### src/rtl/spim_pkg.sv
package spim_pkg;
  localparam int unsigned HALF_MAX = 64;
  localparam int unsigned HALF_W   = $clog2(HALF_MAX);

  typedef enum logic [1:0] {
    RATE_DIV4   = 2'b00,
    RATE_DIV16  = 2'b01,
    RATE_DIV64  = 2'b10,
    RATE_DIV128 = 2'b11
  } rate_e;

  // last count value of one SCK half period (half period minus one)
  function automatic logic [HALF_W-1:0] half_last(input rate_e sel);
    logic [HALF_W-1:0] v;
    case (sel)
      RATE_DIV4:   v = HALF_W'(1);
      RATE_DIV16:  v = HALF_W'(7);
      RATE_DIV64:  v = HALF_W'(31);
      default:     v = HALF_W'(HALF_MAX - 1);
    endcase
    return v;
  endfunction
endpackage

### src/rtl/spim_rate_gen.sv
module spim_rate_gen
  import spim_pkg::*;
(
  input  logic  clk,
  input  logic  rst_n,
  input  logic  run,
  input  rate_e rate,
  output logic  tick
);
  logic [HALF_W-1:0] cnt_q, cnt_d, last;

  always_comb begin
    last  = half_last(rate);
    tick  = run && (cnt_q == last);
    cnt_d = cnt_q;
    if (!run || tick) cnt_d = '0;
    else              cnt_d = cnt_q + 1'b1;
  end

  always_ff @(posedge clk or negedge rst_n) begin
    if (!rst_n) cnt_q <= '0;
    else        cnt_q <= cnt_d;
  end

  // half period never exceeds the selected divisor
  p_half_bound_r2: assert property (@(posedge clk) disable iff (!rst_n)
    run |-> (cnt_q <= last));
endmodule

### src/rtl/spim_shift.sv
module spim_shift #(
  parameter int unsigned DATA_W = 8
) (
  input  logic              clk,
  input  logic              rst_n,
  input  logic              lsb_first,
  input  logic              load,
  input  logic [DATA_W-1:0] load_data,
  input  logic              shift_en,
  input  logic              sample_en,
  input  logic              miso,
  output logic              mosi,
  output logic [DATA_W-1:0] rx_data
);
  logic [DATA_W-1:0] tx_q, tx_d, rx_q, rx_d;

  always_comb begin
    tx_d = tx_q;
    if (load)
      tx_d = load_data;
    else if (shift_en)
      tx_d = lsb_first ? {1'b0, tx_q[DATA_W-1:1]} : {tx_q[DATA_W-2:0], 1'b0};

    rx_d = rx_q;
    if (sample_en)
      rx_d = lsb_first ? {miso, rx_q[DATA_W-1:1]} : {rx_q[DATA_W-2:0], miso};
  end

  always_ff @(posedge clk or negedge rst_n) begin
    if (!rst_n) begin
      tx_q <= '0;
      rx_q <= '0;
    end else begin
      tx_q <= tx_d;
      rx_q <= rx_d;
    end
  end

  assign mosi    = lsb_first ? tx_q[0] : tx_q[DATA_W-1];
  assign rx_data = rx_q;

  // serial output moves only on a shift edge or a load
  p_mosi_hold_r5: assert property (@(posedge clk) disable iff (!rst_n)
    (!load && !shift_en) |=> (mosi == $past(mosi)) || (lsb_first != $past(lsb_first)));
endmodule

### src/rtl/spi_shift_master.sv
module spi_shift_master
  import spim_pkg::*;
#(
  parameter int unsigned DATA_W = 8
) (
  input  logic              clk,
  input  logic              rst_n,
  input  logic              enable,
  input  logic              cfg_lsb_first,
  input  logic              cfg_cpol,
  input  logic              cfg_cpha,
  input  logic [1:0]        cfg_rate,
  input  logic              irq_en,
  input  logic              start,
  input  logic [DATA_W-1:0] tx_byte,
  input  logic              done_clr,
  input  logic              miso,
  output logic [DATA_W-1:0] rx_byte,
  output logic              done,
  output logic              irq,
  output logic              busy,
  output logic              sck,
  output logic              mosi,
  output logic              ss_n
);
  localparam int unsigned EDGES = 2 * DATA_W;
  localparam int unsigned EW    = $clog2(EDGES + 1);
  localparam logic [EW-1:0] LAST_EDGE = EW'(EDGES);

  // reset: asserted asynchronously, released on a clock edge
  logic [1:0] rst_sync_q;
  logic       rst_i_n;
  always_ff @(posedge clk or negedge rst_n) begin
    if (!rst_n) rst_sync_q <= 2'b00;
    else        rst_sync_q <= {rst_sync_q[0], 1'b1};
  end
  assign rst_i_n = rst_sync_q[1];

  logic          busy_q, busy_d;
  logic          phase_q, phase_d;
  logic          done_q, done_d;
  logic [EW-1:0] edge_q, edge_d;
  logic [DATA_W-1:0] rxb_q, rxb_d, rx_sh;
  logic tick, accept, abort, finish, step, lead, sample_en, shift_en;

  spim_rate_gen u_rate (
    .clk   (clk),
    .rst_n (rst_i_n),
    .run   (busy_q),
    .rate  (rate_e'(cfg_rate)),
    .tick  (tick)
  );

  always_comb begin
    accept    = enable && start && !busy_q;
    abort     = busy_q && !enable;
    finish    = tick && (edge_q == LAST_EDGE) && !abort;
    step      = tick && (edge_q != LAST_EDGE) && !abort;
    lead      = !edge_q[0];
    sample_en = step && (cfg_cpha ? !lead : lead);
    shift_en  = step && (cfg_cpha ? (lead && edge_q != '0) : !lead);

    busy_d  = busy_q;
    edge_d  = edge_q;
    phase_d = phase_q;
    done_d  = done_q;
    rxb_d   = rxb_q;

    if (accept) begin
      busy_d  = 1'b1;
      edge_d  = '0;
      phase_d = 1'b0;
      done_d  = 1'b0;
    end else if (abort) begin
      busy_d  = 1'b0;
      phase_d = 1'b0;
    end else if (finish) begin
      busy_d  = 1'b0;
      done_d  = 1'b1;
      rxb_d   = rx_sh;
    end else if (step) begin
      edge_d  = edge_q + 1'b1;
      phase_d = !phase_q;
    end

    if (done_clr && !finish && !accept) done_d = 1'b0;
  end

  always_ff @(posedge clk or negedge rst_i_n) begin
    if (!rst_i_n) begin
      busy_q  <= 1'b0;
      edge_q  <= '0;
      phase_q <= 1'b0;
      done_q  <= 1'b0;
      rxb_q   <= '0;
    end else begin
      busy_q  <= busy_d;
      edge_q  <= edge_d;
      phase_q <= phase_d;
      done_q  <= done_d;
      rxb_q   <= rxb_d;
    end
  end

  spim_shift #(.DATA_W(DATA_W)) u_shift (
    .clk       (clk),
    .rst_n     (rst_i_n),
    .lsb_first (cfg_lsb_first),
    .load      (accept),
    .load_data (tx_byte),
    .shift_en  (shift_en),
    .sample_en (sample_en),
    .miso      (miso),
    .mosi      (mosi),
    .rx_data   (rx_sh)
  );

  assign sck     = phase_q ^ cfg_cpol;
  assign busy    = busy_q;
  assign ss_n    = !busy_q;
  assign done    = done_q;
  assign irq     = done_q && irq_en;
  assign rx_byte = rxb_q;

  p_accept_r1: assert property (@(posedge clk) disable iff (!rst_i_n)
    accept |=> (busy && !ss_n));

  p_idle_sck_r2: assert property (@(posedge clk) disable iff (!rst_i_n)
    !busy |-> (sck == cfg_cpol));

  p_done_hold_r6: assert property (@(posedge clk) disable iff (!rst_i_n)
    (done && !done_clr && !accept) |=> done);

  p_irq_gate_r7: assert property (@(posedge clk) disable iff (!rst_i_n)
    !irq_en |-> !irq);

  p_abort_r9: assert property (@(posedge clk) disable iff (!rst_i_n)
    (busy && !enable) |=> (!busy && !done));
endmodule

### config.mk
export PLATFORM = sky130hd
export DESIGN_NAME = spi_shift_master
export DESIGN_NICKNAME = d
export VERILOG_FILES = /design/src/rtl/spim_pkg.sv /design/src/rtl/spim_rate_gen.sv /design/src/rtl/spim_shift.sv /design/src/rtl/spi_shift_master.sv
export SDC_FILE = /design/constraint.sdc
export NUM_CORES = 1
export LEC_CHECK = 0
export ABC_CLOCK_PERIOD_IN_PS = 1100
export BUFFER_PORTS_ARGS = -buffer_cell sky130_fd_sc_hd__buf_2
export CAP_MARGIN = 20
export CORE_ASPECT_RATIO = 1.25
export CORE_UTILIZATION = 50
export DETAILED_ROUTE_END_ITERATION = 8
export HOLD_SLACK_MARGIN = 0.03
export PLACE_DENSITY = 0.74
export SYNTH_ARGS = -nofsm -noshare
export SYNTH_HDL_FRONTEND = slang
export SYNTH_HIERARCHICAL = 1
export SYNTH_SLANG_ARGS = --single-unit
export TNS_END_PERCENT = 100
### constraint.sdc
create_clock -name clk -period 1.1 [get_ports clk]
set_input_delay 0.11 -clock clk [delete_from_list [all_inputs] [get_ports clk]]
set_output_delay 0.11 -clock clk [all_outputs]
set_load 0.1 [all_outputs]
* Word-level counts from Yosys, hierarchy flattened
Index checks and enable logic that the tools add are counted.
** Word-level totals
- Flip-flop bits (word level) :: 40
- Input port bits :: 20
** Cells by class
- Add/subtract/negate cells :: 2
- Equality and inequality tests :: 9
- Multiplexer cells :: 24
- Bitwise gates (word level) :: 3
- Reduce and logical (&&, ||, !) cells :: 33
** Operator list (number)
- $mux W8 :: 4
- $mux W5 :: 4
- $pmux W6 S3 :: 1
- $logic_and A1 B1 Y1 :: 14
- $mux W1 :: 14
- $reduce_bool A3 Y1 :: 3
- $logic_not A1 Y1 :: 7
- $add A6 B1 Y6 const B :: 1
- $eq A6 B6 Y1 :: 1
- $mux W6 :: 1
- $reduce_and A3 Y1 :: 2
- $add A5 B1 Y5 const B :: 1
- $eq A5 B5 Y1 const B :: 1
- $ne A5 B5 Y1 const B :: 1
- $reduce_bool A5 Y1 :: 1
- $ne A2 B2 Y1 const B :: 2
- $reduce_and A2 Y1 :: 2
- $reduce_bool A2 Y1 :: 2
- $ne A3 B2 Y1 const B :: 1
- $ne A3 B3 Y1 const B :: 1
- $eq A2 B1 Y1 const B :: 1
- $eq A2 B2 Y1 const B :: 1
- $logic_not A2 Y1 :: 1
- $not A1 Y1 :: 2
- 2 further kinds :: 2

* Depth between registers and ports, before layout
- Depth after elaboration :: 11
- Depth in mapped cells :: 10
- Depth with buffers taken out :: 7

* Hierarchy
The synthesis kept the hierarchy.
** Modules (own cells, without submodules)
- spi_shift_master :: times used 1, cells each 80, area an instance 912.1 µm², sequential area each 450.4 µm²
- spim_shift :: times used 1, cells each 81, area an instance 867.1 µm², sequential area each 400.4 µm²
- spim_rate_gen :: times used 1, cells each 33, area an instance 342.8 µm², sequential area each 150.1 µm²

* Worst setup path after synthesis
No wires, ideal clock.
- Path kind :: register to register
- From :: register u_rate.cnt_q[3]
- To :: register u_shift.rx_q[5] (netlist: u_shift/rx_data[5])
- Setup time :: 0.077 ns
- Data arrival time :: 2.306 ns
- Data required time :: 1.023 ns
- Slack :: -1.284 ns
- Cell stages (with the launch flop) :: 11
- Path buffers :: 3
- Period minus slack after synthesis :: 2.384 ns
- Path through :: dfrtp_1 > or4b_1 > o22ai_2 > and3_1 > buf_4 > nand2_1 > nor4_1 > clkbuf_2 > buf_2 > nor2_1 > a21oi_1
** Between the ends
- Cells in the longest elaborated chain, start to end :: 5
** Ends and longest elaborated chain
- from (decl) :: line spim_rate_gen.sv:10 : logic [HALF_W-1:0] cnt_q, cnt_d, last;
- from (signal assigned) :: line spim_rate_gen.sv:22 : else cnt_q <= cnt_d;
- $eq A6 B6 Y1 :: line spim_rate_gen.sv:14 : tick = run && (cnt_q == last);
- $logic_and A1 B1 Y1 :: line spim_rate_gen.sv:14
- via tick :: line spi_shift_master.sv:44 : logic tick, accept, abort, finish, step, lead, sample_en, shift_en;
- $logic_and A1 B1 Y1 (2 in a row) :: line spi_shift_master.sv:58 : step = tick && (edge_q != LAST_EDGE) && !abort;
- $logic_and A1 B1 Y1 :: line spi_shift_master.sv:60 : sample_en = step && (cfg_cpha ? !lead : lead);
- via sample_en :: line spi_shift_master.sv:44
- to (signal assigned) :: line spim_shift.sv:35 : rx_q <= rx_d;
- to (decl) :: line spim_shift.sv:15 : logic [DATA_W-1:0] tx_q, tx_d, rx_q, rx_d;
The timed path passes the listed nets, and every way through them passes these cells.
A chain may end at the register's enable or synchronous reset.

* Worst setup path after layout
- From :: register u_rate.cnt_q[3]
- To :: register u_shift.rx_q[3] (netlist: u_shift/rx_data[3])
The elaborated chain is that of the path after synthesis.

==> impl_results.md <==
* Cell Area, Synth at 2120 µm²
* Initial Util at 52.2%
* Pwr Density at 1080 nW/µm²
* Remaining DRCs at 0
* First-pass GRT wire length at 8.74 mm
* Cell variety after synth at 46
* Drt pass-1 iters at 4
* Crit end category: flop
* DPL Wire Length at 3.44 mm
* Finish-stage setup viols at 43
* Core box area at 4070 µm²
* Sequential area share after synthesis at 47.2%
* Placed instance count at 312
* ANT cells at 0
* Top Family by Delay on Critical Path: simple AND/OR/NAND/NOR gates
* Final Hold Slack at 0.0339 ns
* Pre-CTS setup slack at -1.13 ns
* Total number of vias at 1842
* Syn_nets at 217
* Clk_lat worst skew at 0.30 ns
* Startpoint types: flop
* Buf/Inv on CP at 1
* Clock sink total at 40
* Die area at 4510 µm²
* CTS Root Cell: clkbuf_8
* Layout cells sized above 1 at 51.8%
* Worst path required time at 1.33 ns
* Total area of sequential cells at 1010 µm²
* Max_cap viols at 0
* Mapped Cells at 194
* Relative slew margins at 53.2%
* Critical path class: flop to flop
* Clock transition at path regs at 0.08 ns
* Layout Cells excl Fill at 336
* Final Util at 80.2%
* Area of the multi-input gates at 1220 µm²
* First DRT Iteration DRCs at 54
* H-Tree Depth at 2
* Syn_area_per_cell at 10.9 µm²
* Fin nets at 302
* # port buffers at 33
* Vias per cell at 5.48
* Least-Margin Pin Slew at 0.701 ns
* WL/cell at 17.1 µm
* Max IR drop VDD at 0.000953 V
* Total GRT Usage at 26.7%
* Filler cell count at 229
* Cell row count at 26
* Vias in the first global route at 1989
* Post-route setup slack at -1.09 ns
* Min Tclk post-route at 2.19 ns
* Area grow syn2layout at 53.8%
* Drt total wl at 5.74 mm
* Fmax at 0.457 GHz
* Clk_skew at 0.00441 ns
* HP Class: primary input to flop
* Largest fanout on the critical path at 8
* Largest net degree at the start of global routing at 39
* Pins Over Slew Limit at 0
* Die Ht at 74.8 µm
* GPL Wtd Cong at 0.825
* Seq cells post-synth at 40
* Slowest cell on crit path: or4b_4
* CTS tree: done
* Worst Path Arrival at 2.41 ns
* Max Buffers Root-to-Sink at 2
* Final hold violation count at 0
* Yosys warnings at 6
* Post-DRT Antenna Nets at 0
* Die W at 60.3 µm
* Critical Path, Cell by Cell: or4b_4 -> o22ai_4 -> and3_4 -> nand2_4 -> nor4_4 -> buf_6 -> nor2_2 -> a21oi_2
* Leak at 1.51 nW
* Failing checks: negative setup slack
* IO Pins at 34
* Number of buffers created by CTS at 5
* RSZ-0062 raised after global routing: true
* Fin crit share at 199%
* Initial antenna violation count at 0
* Global route overflow at 0
* Run status: complete, but fails checks
* Crit-path max cell delay at 0.52 ns
==> area by class of cell <==
class / instances / area share [%]
Multi-Input combinational cell: 139 / 37.5
Tap cell: 56 / 2.15
Sequential cell: 40 / 30.9
Timing Repair Buffer: 85 / 25.5
Clock inverter: 1 / 0.230
Inverter: 8 / 1.04
Clock buffer: 7 / 2.65
==> synthesized netlist by cell type (all sizes together) <==
master / instances / area, µm²
or4bb: 1 / 12.5
nand3: 6 / 30.0
nand2: 17 / 63.8
dfrtp: 40 / 1000
or3: 1 / 6.26
nor2: 9 / 33.8
and3: 1 / 6.26
mux2: 9 / 113
or3b: 6 / 52.6
xnor2: 1 / 8.76
o31ai: 2 / 15.0
a211oi: 4 / 30.0
conb: 1 / 3.75
a31o: 1 / 8.76
clkbuf: 1 / 5.00
ha: 3 / 37.5
a31oi: 2 / 12.5
o21ai: 3 / 15.0
nor4: 3 / 18.8
nand3b: 3 / 26.3
or4: 1 / 7.51
and2: 1 / 6.26
nor4bb: 1 / 10.0
or2b: 1 / 8.76
a21oi: 13 / 65.1
buf: 7 / 67.6
mux2i: 18 / 180
or4b: 1 / 10.0
xor2: 4 / 35.0
nor2b: 5 / 31.3
o211a: 1 / 10.0
nand2b: 6 / 45.0
a21o: 1 / 8.76
nand4: 4 / 40.0
o22ai: 1 / 12.5
o211ai: 6 / 45.0
o2111ai: 1 / 8.76
inv: 8 / 30.0
==> sequential cells by signal (all words and copies together), names as in the netlist <==
name             cells
done                 1
u_rate/cnt_q         6
rst_sync_q           2
u_shift/tx_q         8
u_shift/rx_data      8
edge_q               5
phase_q              1
busy                 1
rx_byte              8
==> metrics by stage <==
step	cell area [µm²]	TNS, ns	power, mW
after CTS	3140	-33.19	3.43
after global routing	3260	-34.96	3.66
after global placement	2840	-30.84	2.30
after detailed placement	2840	-32.44	2.32
final	3260	-32.63	3.51
after floorplan	2190	-31.35	2.09
==> layout by cell type (no fill, tap or decap), types with 2 or more instances in the layout <==
master,count
nand4_4,2
ha_1,2
nand2_1,14
nor4_4,3
a21oi_2,7
dfrtp_4,2
nand2b_1,5
xor2_1,3
nor2b_1,5
mux2_2,5
buf_2,20
o211ai_1,6
nand4_1,3
clkinvlp_4,2
nand3_1,6
a211oi_1,3
inv_2,2
a21oi_1,6
mux2_4,4
nand3b_1,2
clkbuf_8,6
nand2_2,2
buf_6,11
o31ai_2,2
a31oi_1,2
inv_1,5
mux2i_1,18
nor2_2,7
or3b_1,6
buf_12,16
buf_4,37
dfrtp_1,37
o21ai_0,2
==> path summary, 6_finish.rpt <==
kind,from,slack (ns),cells after the start,end
worst min-delay path,tx_byte[5],0.03,3,u_shift/tx_q[5]$_DFFE_PN0P_
worst max register to register,u_rate/cnt_q[3]$_DFF_PN0_,-1.09,8,u_shift/rx_data[3]$_DFFE_PN0P_
max in group asynchronous,rst_sync_q[1]$_DFF_PN0_,0.66,1,busy$_DFFE_PN0P_
min in group asynchronous,rst_n,0.14,2,rst_sync_q[1]$_DFF_PN0_
worst min register to register,rst_sync_q[1]$_DFF_PN0_,0.23,1,rx_byte[5]$_DFFE_PN0P_
worst max-delay path,u_rate/cnt_q[3]$_DFF_PN0_,-1.09,8,u_shift/rx_data[3]$_DFFE_PN0P_
==> repair_timing <==
action                                  in CTS  in global routing
gates cloned                                 3                  0
hold buffers                                 1                  0
pin swaps                                    9                 10
endpoints found under the setup margin      42                 43
gates resized for setup                     29                 27
buffers inserted                             4                 10
endpoints found under the hold margin        2                  0
==> worst register-to-register path, stage by stage (launching register included) <==
cell and delay [ns]:
dfrtp_1 0.38, or4b_4 0.52, o22ai_4 0.14, and3_4 0.25, nand2_4 0.07, nor4_4 0.34, buf_6 0.21, nor2_2 0.06
a21oi_2 0.13
==> report_power, final <==
part	leakage [nW]	total, mW	internal (mW)	switching (mW)
Clock	0.0445	1.05	0.510	0.542
Combinational	0.943	0.762	0.353	0.409
Sequential	0.527	1.70	1.58	0.117
==> logic make-up after synthesis <==
| kind of cell | Yosys count | synth area share (%) |
|---|---|---|
| simple gates | 67 | 19.3 |
| flops | 40 | 47.2 |
| compound gates | 35 | 10.9 |
| xor+xnor | 5 | 2.06 |
| other cells | 1 | 0.177 |
| mux | 27 | 13.8 |
| fa+ha+maj | 3 | 1.77 |
| buf+inv | 16 | 4.83 |
==> routing by layer <==
layer | track usage, % | up-vias | wire (µm)
met5 | 0 | - | 0
met1 | 29.4 | 911 | 2160
li1 | - | 866 | -
met3 | 5.67 | 17 | 203
met2 | 47.1 | 48 | 3200
met4 | 14.7 | 0 | 174
No activity file was read; power rests on OpenSTA's default activity.
